`config.mk`:
```
export PLATFORM = sky130hd
export DESIGN_NAME = gpio_port
export DESIGN_NICKNAME = d
export VERILOG_FILES = /design/src/rtl/gpio_pkg.sv /design/src/rtl/gpio_sync.sv /design/src/rtl/gpio_dir_arb.sv /design/src/rtl/gpio_regs.sv /design/src/rtl/gpio_port.sv
export SDC_FILE = /design/constraint.sdc
export NUM_CORES = 1
export LEC_CHECK = 0
export BUFFER_PORTS_ARGS = -buffer_cell sky130_fd_sc_hd__buf_2
export CAP_MARGIN = 20
export CORE_MARGIN = 5
export CORE_UTILIZATION = 44
export CTS_BUF_LIST = sky130_fd_sc_hd__clkbuf_8
export DETAILED_ROUTE_END_ITERATION = 6
export PLACE_DENSITY = 0.78
export SYNTH_ARGS = -nofsm -noshare
export SYNTH_HDL_FRONTEND = slang
export SYNTH_SLANG_ARGS = --single-unit
```
`constraint.sdc`:
```
create_clock -name clk_i -period 1.1 [get_ports clk_i]
set_input_delay 0.22 -clock clk_i [delete_from_list [all_inputs] [get_ports clk_i]]
set_output_delay 0.22 -clock clk_i [all_outputs]
set_load 0.1 [all_outputs]
```
`src/rtl/gpio_pkg.sv`:
```
package gpio_pkg;
  typedef enum logic [1:0] {
    ADDR_DATA = 2'd0,
    ADDR_DIR  = 2'd1,
    ADDR_DRV  = 2'd2,
    ADDR_IN   = 2'd3
  } reg_addr_e;
endpackage

```
`src/rtl/gpio_sync.sv`:
```
module gpio_sync #(
  parameter int W      = 8,
  parameter int STAGES = 2
) (
  input  logic         clk_i,
  input  logic         rst_ni,
  input  logic [W-1:0] d_i,
  output logic [W-1:0] q_o
);
  logic [W-1:0] st_q [STAGES];
  logic         seen_q;

  always_ff @(posedge clk_i or negedge rst_ni) begin
    if (!rst_ni) begin
      for (int s = 0; s < STAGES; s++) st_q[s] <= '0;
      seen_q <= 1'b0;
    end else begin
      st_q[0] <= d_i;
      for (int s = 1; s < STAGES; s++) st_q[s] <= st_q[s-1];
      seen_q <= 1'b1;
    end
  end

  assign q_o = st_q[STAGES-1];

  // first stage captures the pad sampled one edge earlier
  a_r7_first_stage: assert property (@(posedge clk_i) disable iff (!rst_ni)
    seen_q |-> (st_q[0] == $past(d_i)));
endmodule

```
`src/rtl/gpio_dir_arb.sv`:
```
module gpio_dir_arb #(
  parameter int W = 8
) (
  input  logic [W-1:0] dir_i,
  input  logic [W-1:0] spi_en_i,
  input  logic [W-1:0] spi_oe_i,
  input  logic [W-1:0] tx_en_i,
  input  logic [W-1:0] rx_en_i,
  output logic [W-1:0] oe_o
);
  for (genvar p = 0; p < W; p++) begin : g_pin
    always_comb begin
      if (tx_en_i[p])       oe_o[p] = 1'b1;
      else if (rx_en_i[p])  oe_o[p] = 1'b0;
      else if (spi_en_i[p]) oe_o[p] = spi_oe_i[p];
      else                  oe_o[p] = dir_i[p];
    end
  end
endmodule

```
`src/rtl/gpio_regs.sv`:
```
module gpio_regs
  import gpio_pkg::*;
#(
  parameter int W = 8
) (
  input  logic         clk_i,
  input  logic         rst_ni,
  input  logic [1:0]   addr_i,
  input  logic         we_i,
  input  logic [W-1:0] wdata_i,
  input  logic [W-1:0] oe_i,
  input  logic [W-1:0] pad_sync_i,
  output logic [W-1:0] rdata_o,
  output logic [W-1:0] data_o,
  output logic [W-1:0] dir_o,
  output logic [W-1:0] drv_o
);
  logic [W-1:0] data_q, dir_q, drv_q;

  always_ff @(posedge clk_i or negedge rst_ni) begin
    if (!rst_ni) begin
      data_q <= '0;
      dir_q  <= '0;
      drv_q  <= '0;
    end else if (we_i) begin
      unique case (addr_i)
        ADDR_DATA: data_q <= wdata_i;
        ADDR_DIR:  dir_q  <= wdata_i;
        ADDR_DRV:  drv_q  <= wdata_i;
        default:   ; // input register is read-only
      endcase
    end
  end

  always_comb begin
    unique case (addr_i)
      ADDR_DATA: rdata_o = (data_q & oe_i) | (pad_sync_i & ~oe_i);
      ADDR_DIR:  rdata_o = dir_q;
      ADDR_DRV:  rdata_o = drv_q;
      default:   rdata_o = pad_sync_i;
    endcase
  end

  assign data_o = data_q;
  assign dir_o  = dir_q;
  assign drv_o  = drv_q;

  a_r8_in_write_ignored: assert property (@(posedge clk_i) disable iff (!rst_ni)
    (we_i && addr_i == ADDR_IN) |=> ($stable(data_q) && $stable(dir_q) && $stable(drv_q)));

  a_r10_drv_only_on_write: assert property (@(posedge clk_i) disable iff (!rst_ni)
    !(we_i && addr_i == ADDR_DRV) |=> $stable(drv_q));
endmodule

```
`src/rtl/gpio_port.sv`:
```
module gpio_port #(
  parameter int N_PINS      = 8,
  parameter int SYNC_STAGES = 2
) (
  input  logic              clk_i,
  input  logic              rst_ni,
  input  logic [1:0]        addr_i,
  input  logic              we_i,
  input  logic [N_PINS-1:0] wdata_i,
  output logic [N_PINS-1:0] rdata_o,
  input  logic [N_PINS-1:0] pad_i,
  output logic [N_PINS-1:0] pad_oe_o,
  output logic [N_PINS-1:0] pad_out_o,
  output logic [N_PINS-1:0] pad_lowdrv_o,
  input  logic [N_PINS-1:0] spi_en_i,
  input  logic [N_PINS-1:0] spi_oe_i,
  input  logic [N_PINS-1:0] sci_tx_en_i,
  input  logic [N_PINS-1:0] sci_rx_en_i
);
  logic [N_PINS-1:0] pad_sync, dir, oe;

  gpio_sync #(.W(N_PINS), .STAGES(SYNC_STAGES)) u_sync (
    .clk_i  (clk_i),
    .rst_ni (rst_ni),
    .d_i    (pad_i),
    .q_o    (pad_sync)
  );

  gpio_dir_arb #(.W(N_PINS)) u_arb (
    .dir_i    (dir),
    .spi_en_i (spi_en_i),
    .spi_oe_i (spi_oe_i),
    .tx_en_i  (sci_tx_en_i),
    .rx_en_i  (sci_rx_en_i),
    .oe_o     (oe)
  );

  gpio_regs #(.W(N_PINS)) u_regs (
    .clk_i      (clk_i),
    .rst_ni     (rst_ni),
    .addr_i     (addr_i),
    .we_i       (we_i),
    .wdata_i    (wdata_i),
    .oe_i       (oe),
    .pad_sync_i (pad_sync),
    .rdata_o    (rdata_o),
    .data_o     (pad_out_o),
    .dir_o      (dir),
    .drv_o      (pad_lowdrv_o)
  );

  assign pad_oe_o = oe;

  a_r2_dir_follows_reg: assert property (@(posedge clk_i) disable iff (!rst_ni)
    ((~(sci_tx_en_i | sci_rx_en_i | spi_en_i)) & (pad_oe_o ^ dir)) == '0);

  a_r3_spi_owns_dir: assert property (@(posedge clk_i) disable iff (!rst_ni)
    (spi_en_i & ~sci_tx_en_i & ~sci_rx_en_i & (pad_oe_o ^ spi_oe_i)) == '0);

  a_r4_tx_forces_out: assert property (@(posedge clk_i) disable iff (!rst_ni)
    (sci_tx_en_i & ~pad_oe_o) == '0);

  a_r5_rx_forces_in: assert property (@(posedge clk_i) disable iff (!rst_ni)
    (sci_rx_en_i & ~sci_tx_en_i & pad_oe_o) == '0);
endmodule

```
== Word level (Yosys, flattened, before mapping) ==
Cells that the tools add are included.
Cells by class
  reductions and logical operators: 4
  mux-type cells: 25
  equal/unequal tests: 2
  bitwise operators: 4
Operator list (number)
  two-way mux 1 bit: 24
  case mux 8 bit (3 select lines): 1
  bitwise AND 8 bit: 2
  NOT 8 bit: 1
  bitwise OR 8 bit: 1
  AND reduction 2 bit: 3
  == test 2 x 1 -> 1 bit, second input constant: 1
  == test 2 bit, second input constant: 1
  logical NOT 2 bit: 1
Storage, ports and cells
  bits in registers: 40

== Depth between registers and ports, before layout ==
Gate-level depths: netlist of the first run.
  depth after elaboration: 7
  gate-level depth with buffers: 6
  depth with buffers taken out: 4

== Modules after synthesis ==
From an unflattened synthesis of the first run, not the netlist that was laid out.
Unflattened totals
  cells, all modules: 109
  area total of the unflattened synthesis: 1838.0 µm²
Modules (own cells, without submodules)
  gpio_regs: area an instance 1237.4 µm², cells an instance 69, times used 1
  gpio_sync: area an instance 460.4 µm², cells an instance 24, times used 1
  gpio_dir_arb: area an instance 140.1 µm², cells an instance 16, times used 1

== Worst setup path before layout of the first run ==
Ideal clock, no wire load.
  kind: reg2out
  start: reg u_regs.dir_q[5], in the netlist u_regs.dir_o[5]
  end: out rdata_o[5]
  arrival: 3.194 ns
  path buffers: 0
  slack: -2.314 ns
  cell stages (with the launch flop): 5
  cell sequence: dfrtp_1 -> mux2i_1 -> o21bai_1 -> a221oi_2 -> a2bb2oi_1
On the way
  word-level cells in the longest chain between the ends: 7
  elaborated cells between the ends (all ways): 8
  those cells by class: mux: 4; bitwise: 4
RTL lines
  start: declaration: RTL line gpio_regs.sv:18  | logic [W-1:0] data_q, dir_q, drv_q;
  start signal: assignment: RTL line gpio_regs.sv:28  | ADDR_DIR: dir_q <= wdata_i;
  two-way mux 1 bit (*): RTL line gpio_dir_arb.sv:15  | else if (spi_en_i[p]) oe_o[p] = spi_oe_i[p];
  two-way mux 1 bit (*): RTL line gpio_dir_arb.sv:14  | else if (rx_en_i[p]) oe_o[p] = 1'b0;
  two-way mux 1 bit (*): RTL line gpio_dir_arb.sv:13  | if (tx_en_i[p]) oe_o[p] = 1'b1;
  net pad_oe_o[5]: RTL line gpio_port.sv:12  | output logic [N_PINS-1:0] pad_oe_o,
  NOT 8 bit: RTL line gpio_regs.sv:37  | ADDR_DATA: rdata_o = (data_q & oe_i) | (pad_sync_i & ~oe_i);
  bitwise AND 8 bit: RTL line gpio_regs.sv:37
  bitwise OR 8 bit (*): RTL line gpio_regs.sv:37
  case mux 8 bit (3 select lines) (*): RTL line gpio_regs.sv:36  | unique case (addr_i)
  end: declaration: RTL line gpio_port.sv:10  | output logic [N_PINS-1:0] rdata_o,
The timed path passes the listed nets; every way through them passes the cells marked *.

== Final worst setup path of the first run ==
  start: reg u_regs.dir_q[0], in the netlist u_regs.dir_o[0]
  end: out rdata_o[0]
On the way
  word-level cells in the longest chain between the ends: 7
  elaborated cells between the ends (all ways): 8
  those cells by class: mux: 4; bitwise: 4
RTL lines (RTL line)
  two-way mux 1 bit: gpio_dir_arb.sv:15
  two-way mux 1 bit: gpio_dir_arb.sv:14
  two-way mux 1 bit: gpio_dir_arb.sv:13
  NOT 8 bit: gpio_regs.sv:37
  bitwise AND 8 bit: gpio_regs.sv:37
  bitwise OR 8 bit: gpio_regs.sv:37
  case mux 8 bit (3 select lines) (*): gpio_regs.sv:36
Mark *: on every way between the ends. The rest lies on a longest branch, timed or not.

==> results of run 1 <==
kinds of logic (layout without fill, tap and decap cells):
group,count (synthesis),count (layout),share of synthesized area (%)
AOI/OAI and AO/OA,48,48,18.99
buffers and inverters,15,176,4.618
DFF,40,40,51.31
muxes,24,24,13.34
and+or+nand+nor,43,43,11.74
registers in the layout, summed over array words and instances (netlist names):
register and cells:
u_regs.data_o 8, u_regs.dir_o 8, u_regs.drv_o 8, u_sync.q_o 8, u_sync.st_q 8
routing by layer:
layer  routed length, um  up-vias
met1                3639     1169
met4                 666        0
met3                 664       63
li1                    -      920
met5                   0        -
met2                5571      181
how the worst min path moves through the flow:
stage               startpoint                           end  slack [ns]  depth (start not counted)
finish                pad_i[4]     u_sync.st_q[12]$_DFF_PN0_        0.01                          1
global placement        rst_ni       u_sync.q_o[0]$_DFF_PN0_        0.21                          2
floorplan               rst_ni  u_regs.data_o[0]$_DFFE_PN0P_       -0.08                          0
global route          pad_i[6]     u_sync.st_q[14]$_DFF_PN0_       0.009                          1
detailed placement      rst_ni      u_sync.st_q[8]$_DFF_PN0_        0.21                          2
CTS                   pad_i[3]     u_sync.st_q[11]$_DFF_PN0_        0.02                          1
worst max-delay path, stage by stage (launching register included):
cell and delay (ns):
dfrtp_1 0.45, mux2i_4 0.11, or2_1 0.26, a221oi_4 0.33, a2bb2oi_4 0.21, buf_12 0.19
synth_stat cells:
| library cell | number |
|---|---|
| nor2_1 | 24 |
| inv_1 | 9 |
| or2_0 | 8 |
| a221oi_2 | 8 |
| o21ai_0 | 15 |
| nand3b_4 | 2 |
| a21oi_1 | 8 |
| mux2_2 | 16 |
| buf_6 | 3 |
| buf_4 | 3 |
| dfrtp_1 | 40 |
| a2bb2oi_1 | 8 |
| mux2i_1 | 8 |
| o21ai_1 | 1 |
| nand2_1 | 8 |
| o21bai_1 | 8 |
| nor3b_4 | 1 |
where the power goes:
group	switching, W	leakage, nW	internal [W]
Combinational	0.00236	1.34	0.00173
Clock	0.000570	0.0593	0.000665
Sequential	0.000194	0.456	0.00168
repair_timing:
item,in CTS,in global routing
endpoints found under the setup margin,40,40
cloned,0,0
buffers inserted,7,8
hold buffers,1,0
gates resized for setup,36,22
hold endpoints to repair,40,0
pin swaps,14,11
metrics by stage:
stage | setup TNS, ns | instance area [um^2] | cells | power [W]
after floorplan | -8.404 | 2231 | 170 | 0.003894
after global placement | -11.22 | 3691 | 370 | 0.005395
after detailed placement | -12.32 | 3691 | 370 | 0.005499
after CTS | -12.55 | 4018 | 382 | 0.006915
after global routing | -13.80 | 4093 | 383 | 0.007364
final | -12.91 | 4093 | 383 | 0.007200
area by class of cell:
class	instances	area share [%]
tap	52	1.590
multi-input combinational	115	31.12
inverter	9	0.8254
timing repair buffer	159	38.89
clock inverter	3	0.9477
clock buffer	5	1.681
sequential	40	24.95
==> key figures, run 1 <==
Setup path
  • Crit path max fanout: 2
  • Arrival time worst endpoint: 1.86 ns
  • FF-to-FF path depth: 3
  • Critical path class: register to primary output
  • Reg2Reg Setup Slack: 0.04 ns
  • Setup crit end: rdata_o[0]
  • Startpoint Class: register
  • Reg2reg end: u_regs.drv_o[4]$_DFFE_PN0P_
  • Crit. End Element: primary output
  • CP startpoint: u_regs.dir_o[0]$_DFFE_PN0P_
  • WP data required: 0.88 ns
  • Reg-to-reg startpoint: u_regs.drv_o[4]$_DFFE_PN0P_

STA
  • Hold Vio Cnt, Final: 0
  • Max Clk Rate: 480.3 MHz
  • Rel. slew slack: 68.39%
  • RSZ-0062 raised after global routing: true
  • Clock Skews: 0.0007608 ns
  • Setup WS post-layout: -0.9818 ns
  • Worst hold slack: 0.009691 ns
  • Final period util: 189.3%
  • Fin crit period: 2.082 ns
  • Max-slew violations: 0
  • Worst-Margin Slew: 0.4692 ns
  • Final setup vio count: 32

Run status
  • Failing checks: negative setup slack
  • Status: finished with violations

Detailed routing
  • ANT nets after route: 0
  • Total Wirelength: ~11 mm
  • Drt wl/cell: roughly 28 um
  • Total iterations of the first detailed-routing run: 4
  • 1st-iter DRT viols: 242
  • Via count: 2333
  • Residual DRC: 0
  • Vias/cell: 6.091

Global routing
  • Remaining global-route overflow: 0
  • Met1 global-route usage: 35.41%
  • GR Util All Layers: 31.57%
  • First-pass GRT wire length: 14.06 mm
  • Number of global-route vias before repair: 2461
  • Met3 usage: 8.392%
  • Most Crowded Layer GR: met2
  • Largest net degree at the start of global routing: 41
  • Antenna violations before repair: 0
  • Met2 usage: ~55%

Place
  • GP Congestion: 0.8276
  • Number of port buffers: 84
  • DP HPWL: 5.364 mm
  • Setup slack at placement: -0.5719 ns

Clock tree
  • Worst-case clock buffer depth: 2
  • CTS HTree Levels: 2
  • CTS Root Cell: clkbuf_8
  • Clk_lat worst skew: 0.31 ns
  • CTS tree: done
  • Worst-path clk slew: 0.09 ns
  • Num CTS Buffers: 5
  • Num Clock Sinks: 40

Min path
  • Min-delay worst type: input port to register

Synthesis
  • FF+latch count, synth: 40
  • Seq/Total Area, Yosys: 51.31%
  • Library cells used by synthesis: 17
  • Synth top area share: 51.31%
  • Syn nets: between 200 and 250
  • Post-synthesis average cell area: about 11 um^2
  • Top cells by area, synth: dfrtp_1, mux2_2, a221oi_2
  • Area leader, netlist: dfrtp_1
  • Post-Synthesis Cells: 170
  • Cell Area, Synth: 1951 um^2
  • Ys Warns: 0

Layout
  • Area Overhead vs Synth: 109.8%
  • Commonest cells after routing, fill and taps aside: buf_2, buf_4, buf_12
  • Seq. cell area: between 1000 and 1500 um^2
  • Nets: 383
  • Multi-input combinational cell area: 1274 um^2
  • Commonest non-fill, non-tap cell in the layout: buf_2
  • Finished Core Util: 94.65%
  • Share of cells above drive strength 1: 70.69%
  • Diode count: 0
  • Final-layout fill cell count: 109

Floorplan
  • I/O pin total: 85
  • FP Rows: 24
  • Die Height: 76.58 um
  • Die W: between 70 and 80 um
  • Core area: around 4300 um^2
  • Full die area: 5865 um^2
  • Initial Util: 45.11%

Power
  • Leakage: 1.858 nW
  • Pwr/cell area: 1759 nW/um^2
  • Worst VDD drop: 1.495 mV

Flow run
  • Max-capacitance violation count: 0
Note: power is estimated with default switching activity, not from simulation.
==> run 2: changes to the inputs <==
--- a/config.mk
+++ b/config.mk
@@ -11,7 +11,8 @@
 export CORE_UTILIZATION = 44
 export CTS_BUF_LIST = sky130_fd_sc_hd__clkbuf_8
 export DETAILED_ROUTE_END_ITERATION = 6
-export PLACE_DENSITY = 0.78
+export PLACE_DENSITY_LB_ADDON = 0.05
 export SYNTH_ARGS = -nofsm -noshare
 export SYNTH_HDL_FRONTEND = slang
 export SYNTH_SLANG_ARGS = --single-unit
+export TNS_END_PERCENT = 30
==> key figures, run 2 <==
Floorplan
  • I/O pin total: 85
  • FP Rows: 24
  • Die W: 76.58 um
  • Initial Util: 45.11%
  • Die Height: 76.58 um

Clock tree
  • Worst-case clock buffer depth: 2
  • CTS Root Cell: clkbuf_8
  • Num CTS Buffers: 5
  • Num Clock Sinks: 40
  • CTS HTree Levels: 2

Synthesis
  • Adder-cell share of the synthesized area: 0%
  • Synth top cells by count: dfrtp_1, nor2_1, mux2_2
  • Synthesized-area fraction occupied by and/or/nand/nor cells: 11.74%
  • Async SR Flop Fraction: 100.0%
  • Library cells used by synthesis: 17
  • Area leader, netlist: dfrtp_1
  • Syn nets: 223
  • Ys Warns: 0
  • Post-Synthesis Cells: 170
  • Post-synthesis mux area share: 13.34%
  • Synth top area share: around 50%
  • Cell Area, Synth: roughly 2000 um^2
  • Post-synthesis average cell area: 11.47 um^2
  • Most common cell in the netlist: dfrtp_1
  • EDFF count, synth: 0
  • Post-synth top flop: dfrtp_1
  • Synth Area in XOR/XNOR: 0%
  • Seq/Total Area, Yosys: 51.31%
  • Largest family of logic cells by synthesized area: compound AO/OA/AOI/OAI gates
  • Top cells by area, synth: dfrtp_1, mux2_2, a221oi_2
  • FF+latch count, synth: 40
  • Complex-gate fraction of the synthesized area: about a fifth

Place
  • DP Cell Count: 383
  • DP HPWL: 4.737 mm
  • GP Congestion: 0.7916
  • Dpl cell area: 3801 um^2
  • Number of port buffers: 84

Global routing
  • GR Util All Layers: 63.37%
  • Largest net degree at the start of global routing: roughly 40
  • Antenna violations before repair: 2
  • Remaining global-route overflow: 45

Run status
  • Stopped at: global routing (5_1_grt)
  • Status: aborted with a tool error
  • Run Error: [ERROR GRT-0232] Routing congestion too high. Check the congestion heatmap in the GUI.
## run 2: cell counts after synthesis
Identical to the previous run, type by type.
## run 2: cell families after synthesis
group / after synthesis
buffers and inverters: 15
AO/OA/AOI/OAI: 48
multiplexers: 24
AND/OR/NAND/NOR: 43
flip-flops: 40
## run 2: timing repair
item / in CTS
setup endpoints to repair: 32
hold endpoints to repair: 40
buffers inserted: 5
hold buffers: 1
resized for setup: 35
pin swaps: 14
## run 2: routing by layer
layer,GRT usage (%),overflow
met5,0,0
met1,63.56,0
met2,81.42,20
met3,41.96,1
met4,69.93,24
## run 2: stage by stage
step	worst slack, ns	util [%]
4_1_cts	-0.8608	95.37
2_1_floorplan	-0.9330	-
3_5_place_dp	-0.5851	87.91
3_3_place_gp	-0.5347	87.91
==> run 3: changes to the inputs <==
--- a/config.mk
+++ b/config.mk
@@ -8,10 +8,9 @@
 export BUFFER_PORTS_ARGS = -buffer_cell sky130_fd_sc_hd__buf_2
 export CAP_MARGIN = 20
 export CORE_MARGIN = 5
-export CORE_UTILIZATION = 44
-export CTS_BUF_LIST = sky130_fd_sc_hd__clkbuf_8
+export CORE_UTILIZATION = 40
 export DETAILED_ROUTE_END_ITERATION = 6
-export PLACE_DENSITY_LB_ADDON = 0.05
+export PLACE_DENSITY_LB_ADDON = 0.15
 export SYNTH_ARGS = -nofsm -noshare
 export SYNTH_HDL_FRONTEND = slang
 export SYNTH_SLANG_ARGS = --single-unit
==> constraint.sdc (replaced) <==
create_clock -name clk_i -period 1.4 [get_ports clk_i]
set_input_delay 0.28 -clock clk_i [delete_from_list [all_inputs] [get_ports clk_i]]
set_output_delay 0.28 -clock clk_i [all_outputs]
set_load 0.1 [all_outputs]
==> key figures, run 3 (synthesized netlist as in run 1, its figures left out) <==
Detailed routing
  • Drt wl/cell: 14.36 um
  • Total iterations of the first detailed-routing run: 4
  • Vias/cell: 4.816
  • ANT nets after route: 0
  • Total Wirelength: around 5.4 mm
  • Via count: 1806
  • 1st-iter DRT viols: 43
  • Residual DRC: 0

Floorplan
  • Die Height: 79.83 um
  • I/O pin total: 85
  • FP Rows: 25
  • Core area: around 4700 um^2
  • Full die area: 6373 um^2
  • Initial Util: 41.30%
  • Die W: about 80 um

STA
  • Max-slew violations: 0
  • RSZ-0062 raised after global routing: true
  • Rel. slew slack: 66.98%
  • Worst-Margin Slew: 0.4988 ns
  • Setup TNS Final: -5.795 ns
  • Hold Vio Cnt, Final: 0
  • Fin crit period: 2.006 ns
  • Final setup vio count: 16
  • Final period util: 143.3%
  • Setup WS post-layout: -0.6057 ns
  • Max Clk Rate: 498.6 MHz
  • Clock Skews: between 0.0004 and 0.0005 ns

Setup path
  • FF-to-FF path depth: 3
  • Biggest cell delay along the critical path: 0.40 ns
  • Crit-path cells: mux2i_2, o21bai_4, a221oi_4, a2bb2oi_4, buf_12
  • Critical path's slowest cell: dfrtp_1
  • Reg2reg end: u_regs.dir_o[0]$_DFFE_PN0P_
  • Reg2Reg Setup Slack: 0.36 ns
  • Crit. End Element: primary output
  • WP data required: about 1.1 ns
  • Startpoint Class: register
  • Crit path max fanout: 2
  • Arrival time worst endpoint: 1.73 ns
  • Reg-to-reg startpoint: u_regs.dir_o[0]$_DFFE_PN0P_
  • Critical path class: register to primary output

Power
  • Total power: 0.004801 W
  • Worst VDD drop: 0.8591 mV
  • Pwr/cell area: 1314 nW/um^2
  • Leakage: 1.651 nW

Place
  • DP HPWL: 4.174 mm
  • Number of port buffers: 84
  • Setup slack at placement: -0.4030 ns
  • DP Cell Count: 363
  • GP Congestion: approximately 0.75

Clock tree
  • Clk_lat worst skew: 0.29 ns
  • Num CTS Buffers: 5
  • CTS tree: done
  • Worst-case clock buffer depth: 2
  • CTS Root Cell: clkbuf_8
  • Worst-path clk slew: 0.07 ns
  • Num Clock Sinks: 40
  • CTS HTree Levels: 2

Layout
  • Nets: 360
  • Diode count: 0
  • Commonest cells after routing, fill and taps aside: buf_2, buf_4, nor2_1, dfrtp_1, buf_12
  • Post-Layout Cell Count: roughly 380
  • Multi-input combinational cell area: 1229 um^2
  • Share of cells above drive strength 1: 67.86%
  • Final-layout fill cell count: just over 300
  • Area Overhead vs Synth: 87.24%
  • Finished Core Util: 77.32%
  • Commonest non-fill, non-tap cell in the layout: buf_2
  • Seq. cell area: 1021 um^2

Global routing
  • First-pass GRT wire length: between 8 and 9 mm
  • Number of global-route vias before repair: 1879
  • GR Util All Layers: 18.02%
  • Antenna violations before repair: 0
  • Largest net degree at the start of global routing: 41
  • Remaining global-route overflow: 0

Min path
  • Hold depth: 1
  • Min-delay worst type: input port to register
  • WHS Endpoint: u_sync.st_q[8]$_DFF_PN0_
  • Hold path startpoint: pad_i[0]

Run status
  • Status: finished with violations
  • Failing checks: negative setup slack

Flow run
  • Max-capacitance violation count: 0
run 3: per-layer routing:
metal	GRT usage, %	up-vias	routed length, um
li1	-	875	-
met1	21.25	863	2160
met2	32.55	62	2821
met3	4.515	6	347
met4	4.561	0	57
met5	0	-	0
run 3: worst max-delay path, delay by kind of cell (launching register included):
| kind | cells | cell delay [ns] |
|---|---|---|
| DFF | 1 | 0.40 |
| buffers and inverters | 1 | 0.19 |
| muxes | 1 | 0.23 |
| AOI/OAI and AO/OA | 3 | 0.61 |
run 3: where the power goes:
group	total, W	switching (W)	internal (W)	leakage [nW]
combinational	0.00255	0.00159	0.000963	1.14
sequential	0.00144	0.000115	0.00132	0.456
clock	0.000816	0.000367	0.000449	0.0515
total	0.00480	0.00207	0.00273	1.65
run 3: final cells by class:
class / instances / area share, %
clock buffers: 8 / 2.741
repair buffers: 136 / 32.44
well taps: 67 / 2.295
flip-flops and latches: 40 / 27.95
multi-input cells: 115 / 33.64
inverters: 9 / 0.9250
run 3: worst max path at each step:
stage | startpoint | end | depth (start not counted)
3_3_place_gp | addr_i[0] | rdata_o[2] | 5
3_5_place_dp | addr_i[0] | rdata_o[4] | 5
5_1_grt | u_regs.dir_o[2]$_DFFE_PN0P_ | rdata_o[2] | 5
2_1_floorplan | u_regs.dir_o[5]$_DFFE_PN0P_ | rdata_o[5] | 4
4_1_cts | u_regs.dir_o[1]$_DFFE_PN0P_ | rdata_o[1] | 5
6_report | u_regs.dir_o[4]$_DFFE_PN0P_ | rdata_o[4] | 5
run 3: repair_timing:
item	4_1_cts	5_1_grt
setup buffers	2	1
hold endpoints to repair	40	0
pin swaps	5	11
resized for setup	15	16
setup endpoints to repair	17	21
hold buffers	1	0
run 3: stage by stage:
stage,cell area (um^2),hold slack (ns)
global route,3652,0.06986
finish,3652,0.09126
floorplan,2231,-0.01559
global placement,3362,0.2659
CTS,3581,0.08215
detailed placement,3362,0.2645
==> run 4: changes to the inputs <==
==> constraint.sdc (replaced) <==
create_clock -name clk_i -period 1.8 [get_ports clk_i]
set_input_delay 0.36 -clock clk_i [delete_from_list [all_inputs] [get_ports clk_i]]
set_output_delay 0.36 -clock clk_i [all_outputs]
set_load 0.1 [all_outputs]
==> key figures, run 4 (synthesized netlist as in run 1, its figures left out) <==
Setup path
  • Critical path class: register to primary output
  • WP data required: 1.44 ns
  • Reg2Reg Setup Slack: 0.87 ns
  • Crit path max fanout: 3
  • Reg2reg end: u_regs.dir_o[2]$_DFFE_PN0P_
  • Reg-to-reg startpoint: u_regs.dir_o[2]$_DFFE_PN0P_
  • FF-to-FF path depth: 2
  • Arrival time worst endpoint: 1.74 ns
  • Startpoint Class: register
  • Crit. End Element: primary output

Global routing
  • First-pass GRT wire length: about 8.4 mm
  • Remaining global-route overflow: 0
  • Largest net degree at the start of global routing: 23
  • Number of global-route vias before repair: ~1800
  • Antenna violations before repair: 0
  • GR Util All Layers: 17.07%

Flow run
  • Max-capacitance violation count: 0

STA
  • Rel. slew slack: 67.04%
  • Max-slew violations: 0
  • Worst hold slack: 0.02699 ns
  • Fin crit period: about 2.1 ns
  • Worst-Margin Slew: 0.4943 ns
  • Clock Skews: 0.0001739 ns
  • Setup WS post-layout: -0.3017 ns
  • Final period util: 116.8%
  • RSZ-0062 raised after global routing: true
  • Final setup vio count: 8
  • Hold Vio Cnt, Final: 0
  • Max Clk Rate: between 400 and 500 MHz

Floorplan
  • FP Rows: 25
  • Die W: 79.83 um
  • I/O pin total: 85
  • Initial Util: 41.30%
  • Die Height: 79.83 um
  • Full die area: 6373 um^2
  • Core area: about 4700 um^2

Clock tree
  • Worst-path clk slew: 0.07 ns
  • Num Clock Sinks: 40
  • Worst-case clock buffer depth: 2
  • CTS HTree Levels: 2
  • Clk_lat worst skew: 0.28 ns
  • CTS Root Cell: clkbuf_8
  • Num CTS Buffers: 5
  • CTS tree: done
  • # hold bufs at CTS: 0

Min path
  • Min-delay worst type: input port to async pin

Detailed routing
  • Residual DRC: 0
  • ANT nets after route: 0
  • Total Wirelength: 5.270 mm
  • Drt wl/cell: around 15 um
  • Vias/cell: 4.903
  • 1st-iter DRT viols: 60
  • Total iterations of the first detailed-routing run: 4
  • Via count: 1770

Layout
  • Diode count: 0
  • Commonest cells after routing, fill and taps aside: buf_2, buf_4, nor2_1, dfrtp_1, buf_12
  • Share of cells above drive strength 1: 67.01%
  • Post-Layout Cell Count: approximately 360
  • Nets: ~350
  • Area Overhead vs Synth: 73.83%
  • Commonest non-fill, non-tap cell in the layout: buf_2

Place
  • DP HPWL: 4.268 mm
  • Number of port buffers: 84
  • Setup slack at placement: -0.1586 ns
  • DP Cell Count: 350
  • GP Congestion: 0.7839

Power
  • Pwr/cell area: 1048 nW/um^2
  • Leakage: 1.530 nW
  • Worst VDD drop: 0.7300 mV

Run status
  • Failing checks: negative setup slack
  • Status: finished with violations
[run 4: worst max path at each step]
stage,from,slack [ns],endpoint
after floorplan,spi_en_i[0],-0.35,rdata_o[0]
after global placement,spi_en_i[0],-0.14,rdata_o[0]
after detailed placement,spi_en_i[5],-0.16,rdata_o[5]
after CTS,u_regs.dir_o[0]$_DFFE_PN0P_,-0.30,rdata_o[0]
after global routing,u_regs.dir_o[0]$_DFFE_PN0P_,-0.38,rdata_o[0]
final,u_regs.dir_o[0]$_DFFE_PN0P_,-0.30,rdata_o[0]
[run 4: layer usage]
layer	up-vias	GRT usage, %	wire length, um
met4	0	4.561	41
met3	4	4.176	285
met1	867	22.06	2218
met2	48	28.55	2723
li1	851	-	-
met5	-	0	0
[run 4: what timing repair did]
item                       CTS  global route
hold endpoints to repair     0             0
gates cloned                 0             0
setup buffers                1             2
resized for setup            1             2
setup endpoints to repair    8             8
pin swaps                    8             4
[run 4: where the power goes]
group | internal (W) | leakage (nW) | switching, W
Combinational | 0.000630 | 1.02 | 0.00120
Sequential | 0.00103 | 0.456 | 0.0000964
Clock | 0.000306 | 0.0510 | 0.000298
Total | 0.00196 | 1.53 | 0.00159
[run 4: cell type report]
class / count / area [um^2]
Clock buffer: 6 / 82.58
Clock inverter: 2 / 10.01
Fill cell: 338 / 1333
Inverter: 9 / 33.78
Multi-Input combinational cell: 115 / 1201
Sequential cell: 40 / 1021
Tap cell: 67 / 83.83
Timing Repair Buffer: 122 / 958.4
[run 4: stage by stage]
stage	util [%]	power, W	setup TNS [ns]	cell area [um^2]
after floorplan	-	0.002411	-2.823	2301
after global placement	69.11	0.002923	-1.048	3264
after detailed placement	69.11	0.002949	-1.173	3264
after CTS	71.47	0.003571	-2.222	3376
after global routing	71.79	0.003696	-2.780	3391
final	71.79	0.003555	-2.143	3391
[run 4: critical path, cell delays in order (launching register included)]
cell and delay (ns):
dfrtp_1 0.42, mux2i_4 0.10, or2_1 0.22, a221oi_2 0.32, a2bb2oi_4 0.21, buf_12 0.19
